[config.mk]
export PLATFORM = sky130hd
export DESIGN_NAME = pt_walker
export DESIGN_NICKNAME = d
export VERILOG_FILES = /design/src/rtl/pt_walker.sv
export SDC_FILE = /design/constraint.sdc
export NUM_CORES = 1
export LEC_CHECK = 0
export BUFFER_PORTS_ARGS = -buffer_cell sky130_fd_sc_hd__buf_2
export CAP_MARGIN = 20
export CORE_MARGIN = 5
export CORE_UTILIZATION = 45
export CTS_BUF_LIST = sky130_fd_sc_hd__clkbuf_4
export DETAILED_ROUTE_END_ITERATION = 10
export PLACE_DENSITY = 0.82
export SKIP_LAST_GASP = 1
export SLEW_MARGIN = 20
export SYNTH_ARGS = -nofsm -noshare
export SYNTH_HDL_FRONTEND = slang
export SYNTH_SLANG_ARGS = --single-unit
[constraint.sdc]
create_clock -name clk -period 2.74 [get_ports clk]
set_clock_uncertainty 0.2 [all_clocks]
set_input_delay 0.137 -clock clk [delete_from_list [all_inputs] [get_ports clk]]
set_output_delay 0.137 -clock clk [all_outputs]
set_load 0.005 [all_outputs]
[src/rtl/pt_walker.sv]
module pt_walker #(
  parameter int IDX_W = 10,
  parameter int OFF_W = 12,
  localparam int VA_W = 2*IDX_W + OFF_W,
  localparam int FRM_W = VA_W - OFF_W
) (
  input  logic             clk,
  input  logic             rst_n,
  input  logic             root_load,
  input  logic [FRM_W-1:0] root_frame_in,
  input  logic             req_valid,
  input  logic [VA_W-1:0]  req_vaddr,
  input  logic             req_write,
  input  logic             req_user,
  output logic             busy,
  output logic             mem_rd_req,
  output logic [VA_W-1:0]  mem_rd_addr,
  input  logic             mem_rd_valid,
  input  logic [VA_W-1:0]  mem_rd_data,
  output logic             mem_wr_req,
  output logic [VA_W-1:0]  mem_wr_addr,
  output logic [VA_W-1:0]  mem_wr_data,
  input  logic             mem_wr_ack,
  output logic             done,
  output logic [VA_W-1:0]  res_paddr,
  output logic [3:0]       res_flags,
  output logic             res_large,
  output logic             res_fault_np,
  output logic             res_fault_prot
);
  localparam int LG_W = IDX_W + OFF_W;
  localparam int B_P = 0, B_W = 1, B_U = 2, B_WT = 3, B_CD = 4, B_A = 5, B_D = 6, B_L = 7;

  typedef enum logic [1:0] {S_IDLE, S_DIR, S_PTE, S_UPD} st_t;
  st_t st;

  logic [FRM_W-1:0] root_q;
  logic [LG_W-1:0]  va_q;
  logic [VA_W-1:0]  ent_addr_q, wr_data_q;
  logic             wr_q, usr_q, dir_w, dir_u, done_q;

  logic [VA_W-1:0]  ent, upd_val, leaf_pa, next_tab;
  logic             at_pte, leaf, eff_w, eff_u, viol, need_upd;

  always_comb begin
    ent      = mem_rd_data;
    at_pte   = (st == S_PTE);
    leaf     = at_pte | ent[B_L];
    eff_w    = ent[B_W] & (at_pte ? dir_w : 1'b1);
    eff_u    = ent[B_U] & (at_pte ? dir_u : 1'b1);
    viol     = (wr_q & ~eff_w) | (usr_q & ~eff_u);
    need_upd = ~ent[B_A] | (wr_q & ~ent[B_D]);
    upd_val  = ent;
    upd_val[B_A] = 1'b1;
    if (wr_q) upd_val[B_D] = 1'b1;
    leaf_pa  = at_pte ? {ent[VA_W-1:OFF_W], va_q[OFF_W-1:0]}
                      : {ent[VA_W-1:LG_W], va_q[LG_W-1:0]};
    next_tab = {ent[VA_W-1:OFF_W], va_q[LG_W-1:OFF_W], 2'b00};
  end

  always_ff @(posedge clk or negedge rst_n) begin
    if (!rst_n) begin
      st <= S_IDLE;
      root_q <= '0;
      va_q <= '0;
      ent_addr_q <= '0;
      wr_data_q <= '0;
      wr_q <= 1'b0;
      usr_q <= 1'b0;
      dir_w <= 1'b0;
      dir_u <= 1'b0;
      done_q <= 1'b0;
      res_paddr <= '0;
      res_flags <= '0;
      res_large <= 1'b0;
      res_fault_np <= 1'b0;
      res_fault_prot <= 1'b0;
    end else begin
      done_q <= 1'b0;
      if (root_load) root_q <= root_frame_in;
      case (st)
        S_IDLE: if (req_valid) begin
          va_q       <= req_vaddr[LG_W-1:0];
          wr_q       <= req_write;
          usr_q      <= req_user;
          ent_addr_q <= {root_q, req_vaddr[VA_W-1 -: IDX_W], 2'b00};
          st         <= S_DIR;
        end
        S_DIR, S_PTE: if (mem_rd_valid) begin
          if (!ent[B_P] || (leaf && viol)) begin
            st             <= S_IDLE;
            done_q         <= 1'b1;
            res_fault_np   <= ~ent[B_P];
            res_fault_prot <= ent[B_P];
            res_paddr      <= '0;
            res_flags      <= '0;
            res_large      <= 1'b0;
          end else if (!leaf) begin
            dir_w      <= ent[B_W];
            dir_u      <= ent[B_U];
            ent_addr_q <= next_tab;
            st         <= S_PTE;
          end else begin
            res_fault_np   <= 1'b0;
            res_fault_prot <= 1'b0;
            res_paddr      <= leaf_pa;
            res_flags      <= {ent[B_CD], ent[B_WT], eff_u, eff_w};
            res_large      <= ~at_pte;
            if (need_upd) begin
              wr_data_q <= upd_val;
              st        <= S_UPD;
            end else begin
              st     <= S_IDLE;
              done_q <= 1'b1;
            end
          end
        end
        S_UPD: if (mem_wr_ack) begin
          st     <= S_IDLE;
          done_q <= 1'b1;
        end
      endcase
    end
  end

  assign busy        = (st != S_IDLE);
  assign done        = done_q;
  assign mem_rd_req  = (st == S_DIR) || (st == S_PTE);
  assign mem_rd_addr = ent_addr_q;
  assign mem_wr_req  = (st == S_UPD);
  assign mem_wr_addr = ent_addr_q;
  assign mem_wr_data = wr_data_q;
endmodule

Word-level counts from Yosys, hierarchy flattened

Index checks and enable logic that the tools add are counted.

Memory bits (writable): 0
Input port bits: 92
Bits in latches: 0
Logic and storage cells: 85
Memories: 0
Output and inout bits: 139
Memory bits (read-only): 0
Register bits after elaboration: 152

Shift-type cells: 0
Eq/ne operators: 8
Div/mod/pow operators: 0
Bitwise gates (word level): 16
Multiplexer cells: 31
Reductions and logical operators: 15
$mul: 0
Add/sub/neg operators: 0
$lt $le $gt $ge: 0

Operator list:

| kind                 | number |
|---|---|
| $mux W32             | 6 |
| $pmux W32 S2         | 1 |
| $mux W22             | 1 |
| $mux W1              | 13 |
| $mux W2              | 6 |
| $reduce_and A5 Y1    | 2 |
| $mux W4              | 2 |
| $ne A2 B2 Y1 const B | 4 |
| $not A1 Y1           | 8 |
| $pmux W2 S3          | 1 |
| $reduce_and A3 Y1    | 2 |
| $reduce_bool A2 Y1   | 3 |
| $and A1 B1 Y1        | 5 |
| $eq A2 B2 Y1 const B | 2 |
| $reduce_and A4 Y1    | 1 |
| $or A1 B1 Y1         | 3 |
| $eq A2 B1 Y1 const B | 1 |
| $logic_not A2 Y1     | 1 |
| $logic_or A1 B1 Y1   | 2 |
| $ne A2 B1 Y1 const B | 1 |
| $pmux W1 S2          | 1 |
| $reduce_and A2 Y1    | 1 |
| $reduce_or A2 Y1     | 1 |
| $logic_and A1 B1 Y1  | 1 |
| $logic_not A1 Y1     | 1 |

Logic depth before layout (Yosys ltp)

Depth in word-level cells: 11
Depth in mapped cells: 8
Gate-level depth less buffers: 6

Least setup slack after synthesis

Ideal clock, no wire load.

Path kind: register to register
Start point: register st[1]
End point: register ent_addr_q[12] (netlist: mem_rd_addr[12])
Slack: 0.550 ns
Stages on the path, launching flop included: 7
Arrival: 1.865 ns
Period minus slack after synthesis: 2.190 ns
Path buffers: 2
Library setup time: 0.125 ns
Data required time: 2.415 ns
Cells stage by stage: dfrtp_1 -> inv_1 -> ha_1 -> buf_2 -> buf_1 -> mux2_2 -> mux2_4

Longest elaborated chain between the ends: 10
Elaborated cells between the ends (all ways): 23
Those cells by class: eq/ne (6); mux (3); bitwise (8); reduce/logical (6)

Ends and longest elaborated chain:

| item                             | RTL line | source |
|---|---|---|
| start: declaration               | 35       | `st_t st;` |
| start signal: assignment         | 63       | `st <= S_IDLE;` |
| start signal: assignment         | 87       | `st <= S_DIR;` |
| start signal: assignment         | 91       | `st <= S_IDLE;` |
| $eq A2 B2 Y1                     | 47, 81   |  |
| $mux W1 (on tied branches)       | 49, 50   |  |
| $and A1 B1 Y1 (on tied branches) | 49, 50   |  |
| $not A1 Y1                       | 51       | `viol = (wr_q & ~eff_w) \| (usr_q & ~eff_u);` |
| $and A1 B1 Y1                    | 51       |  |
| $or A1 B1 Y1                     | 51       |  |
| $logic_and A1 B1 Y1              | 90       | `if (!ent[B_P] \|\| (leaf && viol)) begin` |
| $logic_or A1 B1 Y1               | 90       |  |
| $ne A2 B2 Y1 (no line)           | n/a      |  |
| $reduce_and A5 Y1 (no line)      | n/a      |  |
| end signal: assignment           | 86       | `ent_addr_q <= {root_q, req_vaddr[VA_W-1 -: IDX_W], 2'b00};` |
| end signal: assignment           | 101      | `ent_addr_q <= next_tab;` |
| end: declaration                 | 39       | `logic [VA_W-1:0] ent_addr_q, wr_data_q;` |

Several ways; a longest one is shown, not always the timed one.
A chain may end at the register's enable or synchronous reset.

Final worst setup path

Start point: register st[0]
End point: register res_paddr[12]

Longest elaborated chain between the ends: 10
Elaborated cells between the ends (all ways): 20
Those cells by class: eq/ne (2); mux (5); bitwise (8); reduce/logical (5)

Ends and longest elaborated chain:

| item                             | RTL line | source |
|---|---|---|
| $eq A2 B2 Y1                     | 47, 81   |  |
| $mux W1 (on tied branches)       | 49, 50   |  |
| $and A1 B1 Y1 (on tied branches) | 49, 50   |  |
| $not A1 Y1                       | 51       |  |
| $and A1 B1 Y1                    | 51       |  |
| $or A1 B1 Y1                     | 51       |  |
| $logic_and A1 B1 Y1              | 90       |  |
| $logic_or A1 B1 Y1               | 90       |  |
| $reduce_bool A2 Y1 (no line)     | n/a      |  |
| $reduce_and A3 Y1 (no line)      | n/a      |  |
| end signal: assignment           | 106      | `res_paddr <= leaf_pa;` |
| end: declaration                 | 25       | `output logic [VA_W-1:0] res_paddr,` |

Several ways; a longest one is shown, not always the timed one. The select of a mux whose other input is x is not followed.

==> impl_results.md <==
* Yosys reg bits at 150
* Clock latency on the worst-skew pair at 550 ps
* H-tree levels at 4
* Port Buffers at 226
* Via density at 5.16
* Die area at 0.0172 sq mm
* DR DRC count at 0
* CP most frequent cell: o21ai_0
* Total power per unit cell area at 1030 mW/mm^2
* Synth cell types at 33
* Num rows at 44
* First-pass GRT wire length at 30400 um
* Initial core utilization at 45.7%
* Vias in the first global route at 5497
* Wire per inst at 20.0 um
* Num CTS Buffers at 17
* Routed Antenna Nets at 0
* Crit end category: register
* Static leakage at 4.51 nW
* Final core occ at 62.6%
* DRT iter0 DRCs at 299
* Peak fanout along the critical path at 11
* Largest net degree at the start of global routing at 58
* Setup CP Type: register to register
* Syn. warnings at 0
* Worst slack, placed at 372 ps
* CTS tree: yes
* Initial antenna violation count at 2
* Least-Margin Pin Slew at 612 ps
* Worst Path Arrival at 2710 ps
* Syn Std Cell Area at 0.00662 sq mm
* GRT busiest layer: met2
* Final WS setup at 294 ps
* Via count at 4949
* Final slew viol count at 0
* Layout cells sized above 1 at 55.1%
* Hold WC Path Type: input pin to register
* Final #Nets at 858
* Sequential-to-total area share from yosys stat at 56.7%
* Root buffer cell: clkbuf_4
* Min Tclk post-route at 2450 ps
* Hold depth at 4
* Final hold violations at 0
* Global-route met3 utilization at 5.70%
* Cells after Synth at 455
* # IOs at 231
* Reg2reg path depth at 7
* Clock tree sinks at 150
* HPWL Detailed at 12500 um
* Placer's final routability congestion estimate at 0.827
* Syn_area_per_cell at 14.6 sq um
* Core Region at 0.0145 sq mm
* Worst vdd rail ir drop at 0.000536 V
* All-Layer GR Usage at 22.2%
* Die Wd at 131 um
* Fill cells at 1079
* Grt total ovfl at 0
* Min-delay src: req_valid
* Req. time, crit path at 3010 ps
* Max cap viols at 0
* CP Launch Type: register
* Rel. slew slack at 59.2%
* Status: complete, no violations
* Critical path's slowest cell: or4b_1
* Reg-to-Reg Start: st[0]
* Area growth syn-to-layout at 36.9%
* Met2 GRT Util at 38.2%
* Setup Viol. Count Final at 0
* Met1 usage at 25.6%
* Die H at 131 um
* TNS Setup at 0 ps
* Drt pass-1 iters at 6
* Start point of the critical path: st[0]
* Period utilization at 89.3%
* CP cell instances: inv_1 -> ha_1 -> o21ai_0 -> a21oi_1 -> or4b_1 -> buf_4 -> o21ai_0
* Post-route insts no fill at 959
* Clk slew on worst S/H paths at 120 ps
* Inst Count DP at 828
* Unrepaired setup endpoints after global routing: false
* FMAX at 409 MHz
* Total routed wirelength at 19200 um
* Clock Path Buffers at 2
* CP max stage delay at 560 ps
-- layout by cell type (no fill, tap or decap), drive strengths merged --
cell type / Yosys / layout
a21bo: 2 / 2
dlygate4sd3: 0 / 98
or3b: 2 / 2
a22o: 24 / 24
bufinv: 0 / 3
diode: 0 / 2
nand3b: 1 / 1
a32o: 2 / 2
clkbuf: 7 / 19
mux2: 135 / 135
nor2: 8 / 8
inv: 6 / 6
or4b: 1 / 1
mux2i: 13 / 13
a31oi: 1 / 1
ha: 4 / 4
nor4b: 1 / 1
dfrtp: 150 / 150
o2bb2ai: 1 / 1
nand2: 15 / 15
o21ai: 19 / 19
nand3: 1 / 1
buf: 50 / 244
a21boi: 1 / 1
clkinvlp: 0 / 2
nand4: 1 / 1
conb: 1 / 4
o221a: 1 / 1
nand2b: 6 / 6
a21oi: 2 / 2
clkinv: 0 / 6
-- critical path: cells and delay by family, from the launching register on --
family,cells,cell delay (ps)
flops,1,410
buf+inv,2,320
compound gates,3,600
simple gates,1,560
fa+ha+maj,1,280
-- cells by family (layout without fill, tap and decap cells) --
| family | Yosys count | count (layout) | share of synthesized area [%] |
|---|---|---|---|
| flops | 150 | 150 | 56.7 |
| mux | 148 | 148 | 26.6 |
| buf+inv | 63 | 378 | 6.22 |
| compound gates | 53 | 53 | 6.50 |
| simple gates | 36 | 36 | 3.16 |
| fa+ha+maj | 4 | 4 | 0.756 |
| other cells | 1 | 6 | 0.0566 |
-- per-layer routing --
layer  part of all wire, %  vias up
met3                   6.1       65
met5                     0        -
met4                   4.4        0
met2                    52      208
met1                    38     2470
li1                      -     2206
-- registers in the layout (all words and copies together), names as in the netlist --
signal / flops
dir_u: 1
dir_w: 1
done: 1
mem_rd_addr: 30
mem_wr_data: 32
res_fault_np: 1
res_fault_prot: 1
res_flags: 4
res_large: 1
res_paddr: 32
root_q: 20
st: 2
usr_q: 1
va_q: 22
wr_q: 1
-- final timing paths --
path / end / slack [ps]
max: res_paddr[12] / 290
min: usr_q / 60
max reg2reg: res_paddr[12] / 290
min reg2reg: mem_wr_data[5] / 280
max in group asynchronous: va_q[7] / 1550
min in group asynchronous: mem_wr_data[22] / 510
-- through the flow --
stage	power, mW	area (sq um)	hold slack, ps
floorplan	6.41	6630	-359
global placement	7.62	7770	-53.7
detailed placement	7.83	7770	-45.3
CTS	9.34	9050	3.19
global route	9.89	9060	26.1
finish	9.35	9060	63.0
-- power breakdown --
part | total (mW) | internal, mW | leakage [nW] | switching [mW]
registers | 3.77 | 3.14 | 1.84 | 0.637
logic | 4.19 | 2.41 | 2.52 | 1.79
clock network | 1.38 | 0.631 | 0.147 | 0.752
-- final cells by class --
cell class | count | area [sq um] | area share, %
timing repair buffer | 342 | 2300 | 25.4
multi-input combinational | 245 | 2480 | 27.3
inverter | 6 | 22.5 | 0.248
clock buffer | 19 | 143 | 1.57
sequential | 150 | 3750 | 41.4
tap | 184 | 230 | 2.54
antenna | 2 | 5.00 | 0.0552
clock inverter | 11 | 135 | 1.49
-- Yosys cell counts --
cell,number,area (sq um)
nand3b_1,1,7.51
nand2b_1,6,37.5
or3b_4,1,11.3
a31oi_1,1,6.26
buf_1,3,11.3
inv_1,6,22.5
nor2_4,1,11.3
buf_6,5,56.3
nand3_2,1,10.0
a21oi_1,2,10.0
or3b_2,1,8.76
nand2_1,15,56.3
mux2i_1,13,130
a32o_1,2,20.0
dfrtp_1,150,3750
or4b_1,1,10.0
nor4b_4,1,23.8
o2bb2ai_1,1,8.76
mux2_4,30,450
clkbuf_1,7,26.3
a21bo_2,2,20.0
buf_4,34,255
nor2_1,7,26.3
o221a_2,1,11.3
nand4_1,1,6.26
o21ai_0,8,40.0
mux2_2,105,1180
conb_1,1,3.75
ha_1,4,50.1
a22o_1,24,210
o21ai_2,11,96.3
a21boi_0,1,7.51
buf_2,8,40.0
-- what timing repair did --
item,in CTS,in global routing
setup buffers,0,0
setup endpoints to repair,0,0
hold buffers,98,1
endpoints found under the hold margin,285,3
gates resized for setup,0,0
Power figures use the tool's default switching activity.
